`src/rtl/alu_pkg.sv`:
```
package alu_pkg;
    localparam int DATA_W = 32;
    localparam int SEL_W  = 4;

    typedef enum logic [SEL_W-1:0] {
        OP_AND = 4'b0000,
        OP_OR  = 4'b0001,
        OP_ADD = 4'b0010,
        OP_SUB = 4'b0110,
        OP_SLT = 4'b0111
    } alu_op_e;

    function automatic logic op_is_known(input logic [SEL_W-1:0] code);
        return (code == OP_AND) || (code == OP_OR) || (code == OP_ADD)
            || (code == OP_SUB) || (code == OP_SLT);
    endfunction
endpackage

```
`src/rtl/alu_logic_unit.sv`:
```
module alu_logic_unit #(
    parameter int W = 32
) (
    input  logic [W-1:0] opa_i,
    input  logic [W-1:0] opb_i,
    output logic [W-1:0] and_o,
    output logic [W-1:0] or_o
);
    always_comb begin
        and_o = opa_i & opb_i;
        or_o  = opa_i | opb_i;
    end
endmodule

```
`src/rtl/alu_arith_unit.sv`:
```
module alu_arith_unit #(
    parameter int W = 32
) (
    input  logic [W-1:0] opa_i,
    input  logic [W-1:0] opb_i,
    input  logic         sub_mode_i,
    output logic [W-1:0] sum_o,
    output logic         less_o
);
    localparam int MSB = W - 1;

    logic [W-1:0] opb_eff;
    logic         sign_differs;

    always_comb begin
        opb_eff      = sub_mode_i ? ~opb_i : opb_i;
        sum_o        = opa_i + opb_eff + {{(W-1){1'b0}}, sub_mode_i};
        sign_differs = opa_i[MSB] ^ opb_i[MSB];
        // when signs differ the negative operand is the smaller one
        less_o       = sign_differs ? opa_i[MSB] : sum_o[MSB];
    end
endmodule

```
`src/rtl/alu_zero_detect.sv`:
```
module alu_zero_detect #(
    parameter int W     = 32,
    parameter int GRP_W = 8
) (
    input  logic [W-1:0] value_i,
    output logic         zero_o
);
    localparam int GROUPS = (W + GRP_W - 1) / GRP_W;
    localparam int PAD_W  = GROUPS * GRP_W;

    logic [PAD_W-1:0]  padded;
    logic [GROUPS-1:0] grp_any;

    always_comb begin
        padded = '0;
        padded[W-1:0] = value_i;
    end

    for (genvar g = 0; g < GROUPS; g++) begin : g_grp
        assign grp_any[g] = |padded[g*GRP_W +: GRP_W];
    end

    assign zero_o = ~|grp_any;
endmodule

```
`src/rtl/alu_core.sv`:
```
module alu_core
    import alu_pkg::*;
(
    input  logic [DATA_W-1:0] a_i,
    input  logic [DATA_W-1:0] b_i,
    input  logic [SEL_W-1:0]  op_i,
    output logic [DATA_W-1:0] result_o,
    output logic              zero_o
);
    logic [DATA_W-1:0] and_res;
    logic [DATA_W-1:0] or_res;
    logic [DATA_W-1:0] sum_res;
    logic              less_res;
    logic              sub_mode;

    assign sub_mode = (op_i == OP_SUB) || (op_i == OP_SLT);

    alu_logic_unit #(.W(DATA_W)) u_logic (
        .opa_i (a_i),
        .opb_i (b_i),
        .and_o (and_res),
        .or_o  (or_res)
    );

    alu_arith_unit #(.W(DATA_W)) u_arith (
        .opa_i      (a_i),
        .opb_i      (b_i),
        .sub_mode_i (sub_mode),
        .sum_o      (sum_res),
        .less_o     (less_res)
    );

    always_comb begin
        unique case (op_i)
            OP_AND:  result_o = and_res;
            OP_OR:   result_o = or_res;
            OP_ADD,
            OP_SUB:  result_o = sum_res;
            OP_SLT:  result_o = {{(DATA_W-1){1'b0}}, less_res};
            default: result_o = '0;
        endcase
    end

    alu_zero_detect #(.W(DATA_W), .GRP_W(8)) u_zero (
        .value_i (result_o),
        .zero_o  (zero_o)
    );

    always_comb begin

        unlisted_op_chk: assert (op_is_known(op_i) || (result_o == '0 && zero_o));

        slt_upper_chk: assert (op_i != OP_SLT || result_o[DATA_W-1:1] == '0);

        equal_sub_zero_chk: assert (!(op_i == OP_SUB && a_i == b_i) || zero_o);

        add_inverse_chk: assert (op_i != OP_ADD || (result_o - b_i) == a_i);

        zero_flag_chk: assert (zero_o == ($countones(result_o) == 0));
    end
endmodule

```
`config.mk`:
```
export PLATFORM = sky130hd
export DESIGN_NAME = alu_core
export DESIGN_NICKNAME = d
export VERILOG_FILES = /design/src/rtl/alu_pkg.sv /design/src/rtl/alu_logic_unit.sv /design/src/rtl/alu_arith_unit.sv /design/src/rtl/alu_zero_detect.sv /design/src/rtl/alu_core.sv
export SDC_FILE = /design/constraint.sdc
export NUM_CORES = 1
export LEC_CHECK = 0
export ABC_AREA = 1
export BUFFER_PORTS_ARGS = -buffer_cell sky130_fd_sc_hd__clkbuf_2
export CAP_MARGIN = 20
export CORE_MARGIN = 2
export CORE_UTILIZATION = 45
export DETAILED_ROUTE_END_ITERATION = 12
export GPL_TIMING_DRIVEN = 0
export PLACE_DENSITY = 0.79
export SETUP_SLACK_MARGIN = 0.05
export SLEW_MARGIN = 20
export SYNTH_ARGS = -nofsm -noshare
export SYNTH_HDL_FRONTEND = slang
export SYNTH_SLANG_ARGS = --single-unit
```
`constraint.sdc`:
```
create_clock -name vclk -period 3.46
set_input_delay 0.346 -clock vclk [all_inputs]
set_output_delay 0.346 -clock vclk [all_outputs]
set_load 0.02 [all_outputs]
```
==> results of run 1 <==
[worst max-delay path by stage]
stage	startpoint	end	slack [ns]	cells past startpoint
floorplan	op_i[3]	zero_o	0.17	15
global placement	op_i[3]	zero_o	-0.69	21
detailed placement	op_i[3]	zero_o	-0.71	21
CTS	op_i[3]	zero_o	0.03	20
global route	op_i[3]	zero_o	-0.31	21
finish	op_i[3]	zero_o	-0.19	21
[per-layer routing]
metal,part of all wire [%],vias to the layer above
met5,0,-
met4,4.6,0
met3,7.3,57
met2,48,293
met1,40,2444
li1,-,2482
[per-stage QoR]
stage	power, mW	instance area (sq um)	hold slack, ns	instances	setup TNS [ns]
3_3_place_gp	0.7439	4021	1.101	856	-1.258
5_1_grt	1.178	5199	1.142	899	-0.4125
4_1_cts	0.8859	4572	1.115	884	0
3_5_place_dp	0.7551	4021	1.112	856	-1.531
2_1_floorplan	0.5287	3392	0.9204	656	0
6_report	1.102	5199	1.110	899	-0.2390
[cells in the final DEF, fill, tap and decap left out, types with 5 or more instances in the layout]
| master | instances |
|---|---|
| buf_4 | 39 |
| nand2_4 | 13 |
| nand2_1 | 129 |
| a31oi_1 | 7 |
| nor2_4 | 12 |
| o21ai_0 | 35 |
| a21oi_2 | 16 |
| o21ai_2 | 8 |
| nand4_1 | 10 |
| o21ai_1 | 5 |
| ha_4 | 7 |
| nand2_2 | 29 |
| buf_6 | 6 |
| nor2_2 | 12 |
| nand3_2 | 16 |
| nand3b_1 | 5 |
| xnor2_1 | 25 |
| a21oi_1 | 22 |
| nand3_1 | 74 |
| a21oi_4 | 5 |
| ha_1 | 21 |
| nor2_1 | 58 |
| clkbuf_1 | 6 |
| clkbuf_2 | 98 |
| nor3_1 | 10 |
| inv_2 | 10 |
| inv_1 | 73 |
| ha_2 | 6 |
[final cells by class]
cell class,instances,share of cell area (%)
Timing Repair Buffer,144,16.99
Buffer,10,1.637
Inverter,85,6.233
Multi-Input combinational cell,561,72.76
Tap cell,99,2.383
[kinds of logic after synthesis]
logic type	share of synthesized area, %
adder cells (fa/ha/maj)	13.13
AND/OR/NAND/NOR	49.10
buffers and inverters	10.66
AO/OA/AOI/OAI	18.85
XOR/XNOR	8.263
[timing repair]
action | CTS | global route
buffers inserted | 27 | 16
endpoints found under the setup margin | 17 | 3
gates cloned | 1 | 0
pin swaps | 45 | 56
gates resized for setup | 102 | 122
[worst max-delay path, cell delays in order]
cell and delay (ns):
buf_4 0.13, inv_4 0.05, nand3_4 0.13, buf_12 0.18
xnor2_1 0.13, ha_2 0.40, nand2_1 0.10, inv_1 0.11
nand2_2 0.09, o21ai_4 0.27, nand3_2 0.13, nand2_2 0.11
nand2_1 0.06, nand3_2 0.07, nand3_2 0.08, nor2_1 0.22
nand2_2 0.12, nor2_2 0.20, nand3_2 0.12, nor2_1 0.11
buf_4 0.15
[where the power goes]
part           switching, mW  total, mW  internal (mW)
clock network              0          0              0
registers                  0          0              0
logic                  0.681       1.10          0.421
total                  0.681       1.10          0.421
==> metrics, run 1 <==
initial core utilization=46.52%; share of the synthesized area in the top cell type=17.82%; pre-CTS WS=-0.7125 ns; core region area=~7300 sq um; post-synth net total=759; Worst Setup Slack, final=-0.1929 ns; Synth warnings=0; min Tclk post-route=between 3 and 4 ns; final setup violation count=2; worst-margin pin slew=0.8970 ns; Final ANT Viol Nets=0; cell taking the most area after synthesis=nand2_1; hpwl dp=10.41 mm; largest cells by area after synthesis=nand2_1 18%, nand3_1 13%, ha_1 13%, inv_1 9.2%, nor2_1 8.7%; P&R area growth vs syn=53.26%; Synth cell types=36; RSZ-0062 raised after global routing=true; WHS Endpoint=result_o[29]; Synth top cells by count=161 x nand2_1, 89 x nand3_1, 83 x inv_1; fraction of layout cells with a size suffix above 1=38.13%; all-layer global routing usage=30.67%; Wirelength per Cell=16.91 microns; Max-Cap Viols=0; Syn Std Cell Area=roughly 3400 sq um; GR Util met3=1.419%; M1 GR Usage=39.98%; failing checks=negative setup slack; fin crit share=105.6%; CLK BUF=0; initial antenna violation count=0; most numerous cell in the Yosys netlist=nand2_1; row cnt=31; DRT Pass-1 Iters=5; chip width=90.82 microns; Hold Startpoint=a_i[29]; peak supply drop=around 0.083 mV; critical path type=in2out; # DRC=0; sequential share of the synthesized area=0%; Hold Path Depth=4; initial drt markers=390; seq_cells=0; FF/Latch Area=0 sq um; die height=90.82 microns; PD cells=212.0 nW/um^2; Worst setup SP type=primary input; die area=around 8200 sq um; final number of max-transition violations=0; largest net degree at the start of global routing=11; n_diodes=0; total grt overflow=0; # fillers=629; Routability Congestion=0.9478; routed wire length=between 15 and 20 mm; vias per cell=5.869; multi-input gate area in the final layout=3782 sq um; Worst Hold Class=in2out; critical path fanouts, max=6; vias in the first global route=4527; required time of the critical path=3.11 ns; Final Hold Viols=0; via count=roughly 5.3k; nature of the critical path endpoint=output port; Rel. slew slack=39.74%; Mapped Cells=656; Leakage Power=between 2 and 3 nW; hold buffers post-CTS=0; post-layout util=71.29%; busiest grt layer=met2; Peak Freq=273.8 MHz; port buffer count=slightly above 100; first-pass GRT wire length=around 21 mm; crit path DAT=3.31 ns; Syn Area/Cell=5.171 sq um; Top Ports=101; Nets=905; met2 global-route usage=54.60%; status=finished, violations left
No activity file was read; power rests on OpenSTA's default activity.
==> run 2: changes to the inputs <==
- BUFFER_PORTS_ARGS: -buffer_cell sky130_fd_sc_hd__clkbuf_2 -> not set
- CORE_ASPECT_RATIO: not set -> 1.2
- DONT_BUFFER_PORTS: not set -> 1
- PLACE_DENSITY: 0.79 -> 0.68
==> run 2 against run 1 <==
The run still ends with negative setup slack left. Worst setup slack improved by 0.16 ns. Via count down 11%. Non-clock buffer count shrank 109. Fmax rose by 4.7%. Global-route usage fell by 0.072 points. Highest routed layer unchanged.
==> metrics, run 2 (synthesized netlist as in run 1, its figures left out) <==
n_diodes=0 (unchanged); peak supply drop=0.1457 mV (was 0.08310 mV); port buffer count=0 (was 101); final number of max-transition violations=0 (unchanged); Crit path top cell by count=nand2_2 (was nand3_2); required time of the critical path=3.11 ns (about the same); P&R area growth vs syn=40.24% (was 53.26%); pre-CTS WS=-0.8540 ns (was -0.7125 ns); Peak Freq=286.6 MHz (was 273.8 MHz); row cnt=34 (was 31); Worst Setup Slack, final=-0.02943 ns (was -0.1929 ns); PD cells=215.6 nW/um^2 (was 212.0 nW/um^2); vias per cell=5.983 (was 5.869); Top Ports=101 (unchanged); Final Cell Area=4757 sq um (was 5199 sq um); nature of the critical path endpoint=output port (unchanged); Worst Hold Class=in2out (unchanged); critical path fanouts, max=5 (was 6); Comb pwr share=100.0% (about the same); commonest non-fill, non-tap cell in the layout=nand2_1 (unchanged); failing checks=negative setup slack (unchanged); DRT Pass-1 Iters=5 (unchanged); initial antenna violation count=0 (unchanged); RSZ-0062 raised after global routing=true (unchanged); routed wire length=14.81 mm (was 15.20 mm); total net switching power=0.6408 mW (was 0.6807 mW); initial drt markers=304 (was 390); min Tclk post-route=3.489 ns (was 3.653 ns); Worst Path Buf+Inv=4 (was 5); GR Util met3=2.075% (was 1.419%); Nets=796 (was 905); WHS=0.8903 ns (was 1.110 ns); final setup violation count=1 (was 2); critical path type=in2out (unchanged); chip width=83.26 microns (was 90.82 microns); CLK BUF=0 (unchanged); die area=8251 sq um (was 8248 sq um); CP max stage cell=fa_2 (was ha_2); # DRC=0 (unchanged); busiest grt layer=met2 (unchanged); via count=4673 (was 5276); Leakage Power=2.262 nW (was 2.644 nW); total grt overflow=0 (unchanged); die height=99.11 microns (was 90.82 microns); status=finished, violations left (unchanged); Clock power frac=0% (about the same); Final Hold Viols=0 (unchanged); initial core utilization=46.63% (was 46.52%); fraction of layout cells with a size suffix above 1=31.69% (was 38.13%); largest net degree at the start of global routing=11 (unchanged); core region area=7274 sq um (was 7292 sq um); all-layer global routing usage=30.60% (was 30.67%); Reg power frac=0% (about the same); Wirelength per Cell=18.96 microns (was 16.91 microns); # fillers=663 (was 629); total placed instance area=3505 sq um (was 4021 sq um); Final ANT Viol Nets=0 (unchanged); CP top delay family=simple AND/OR/NAND/NOR gates (unchanged); FF/Latch Area=0 sq um (unchanged); first-pass GRT wire length=20.68 mm (was 21.08 mm); Worst setup SP type=primary input (unchanged); CP peak stage delay=0.33 ns (was 0.40 ns); fin crit share=100.9% (was 105.6%); worst-margin pin slew=0.8102 ns (was 0.8970 ns); Setup TNS=-0.02943 ns (was -0.2390 ns); Pwr Total=1.026 mW (was 1.102 mW); switching share of power=62.49% (was 61.77%); hpwl dp=10.68 mm (was 10.41 mm); Max-Cap Viols=0 (unchanged); Rel. slew slack=45.57% (was 39.74%); vias in the first global route=4346 (was 4527); Routability Congestion=0.9652 (was 0.9478); commonest cells after routing, fill and taps aside=124 x nand2_1, 73 x inv_1, 66 x nand3_1 (was 129 x nand2_1, 98 x clkbuf_2, 74 x nand3_1); Internal=0.3847 mW (was 0.4213 mW); crit-path cells=inv_2 -> nand3_4 -> buf_12 -> buf_12 -> xor2_4 -> fa_2 -> inv_2 -> nand2_2 -> o21ai_4 -> nand2_2 -> nand2_4 -> nand2_1 -> nand2_2 -> a21oi_1 -> o21ai_1 -> nand3_2 -> nor2_2 -> nand2_2 -> nor2_4 -> nand3_4 -> nor2_4 (was buf_4 -> inv_4 -> nand3_4 -> buf_12 -> xnor2_1 -> ha_2 -> nand2_1 -> inv_1 -> nand2_2 -> o21ai_4 -> nand3_2 -> nand2_2 -> nand2_1 -> nand3_2 -> nand3_2 -> nor2_1 -> nand2_2 -> nor2_2 -> nand3_2 -> nor2_1 -> buf_4); M1 GR Usage=36.44% (was 39.98%); met2 global-route usage=57.63% (was 54.60%); seq_cells=0 (unchanged); crit path DAT=3.14 ns (was 3.31 ns)
-- run 2: cell count changes in the layout (fill, tap and decap cells not counted), sizes merged --
cell,previous run,this run
buf,50,38
clkbuf,104,6
bufbuf,0,1
-- run 2: path summary, 6_finish.rpt --
| kind | slack, ns | start | end | cells past startpoint |
|---|---|---|---|---|
| max | -0.03 | op_i[3] | zero_o | 21 |
| min | 0.89 | b_i[18] | result_o[18] | 2 |
-- run 2: per-stage QoR --
stage                     cells  utilization [%]
after floorplan             656                -
after global placement      746            48.18
after detailed placement    746            48.18
after CTS                   762            54.95
after global routing        781            65.39
final                       781            65.39
-- run 2: area by class of cell --
class | count | area (sq um) | area share (%)
Timing Repair Buffer | 35 | 327.8 | 6.891
Buffer | 10 | 85.08 | 1.789
Inverter | 85 | 319.1 | 6.707
Multi-Input combinational cell | 561 | 3913 | 82.25
Tap cell | 90 | 112.6 | 2.367
-- run 2: metal layers --
| metal | share of wire, % | up-vias |
|---|---|---|
| li1 | - | 2260 |
| met4 | 4.7 | 0 |
| met2 | 52 | 219 |
| met1 | 38 | 2147 |
| met5 | 0 | - |
| met3 | 5.4 | 47 |
-- run 2: timing repair --
item	4_1_cts	5_1_grt
pin swaps	33	70
hold buffers	0	0
gates cloned	2	0
hold endpoints to repair	0	0
setup buffers	14	19
setup endpoints to repair	9	1
resized for setup	101	147
-- run 2: power by group through the flow --
stage | Clock [mW] | Sequential (mW) | Combinational, mW
after CTS | 0 | 0 | 0.789
final | 0 | 0 | 1.03
after global routing | 0 | 0 | 1.10
after detailed placement | 0 | 0 | 0.683
after floorplan | 0 | 0 | 0.529
after global placement | 0 | 0 | 0.680
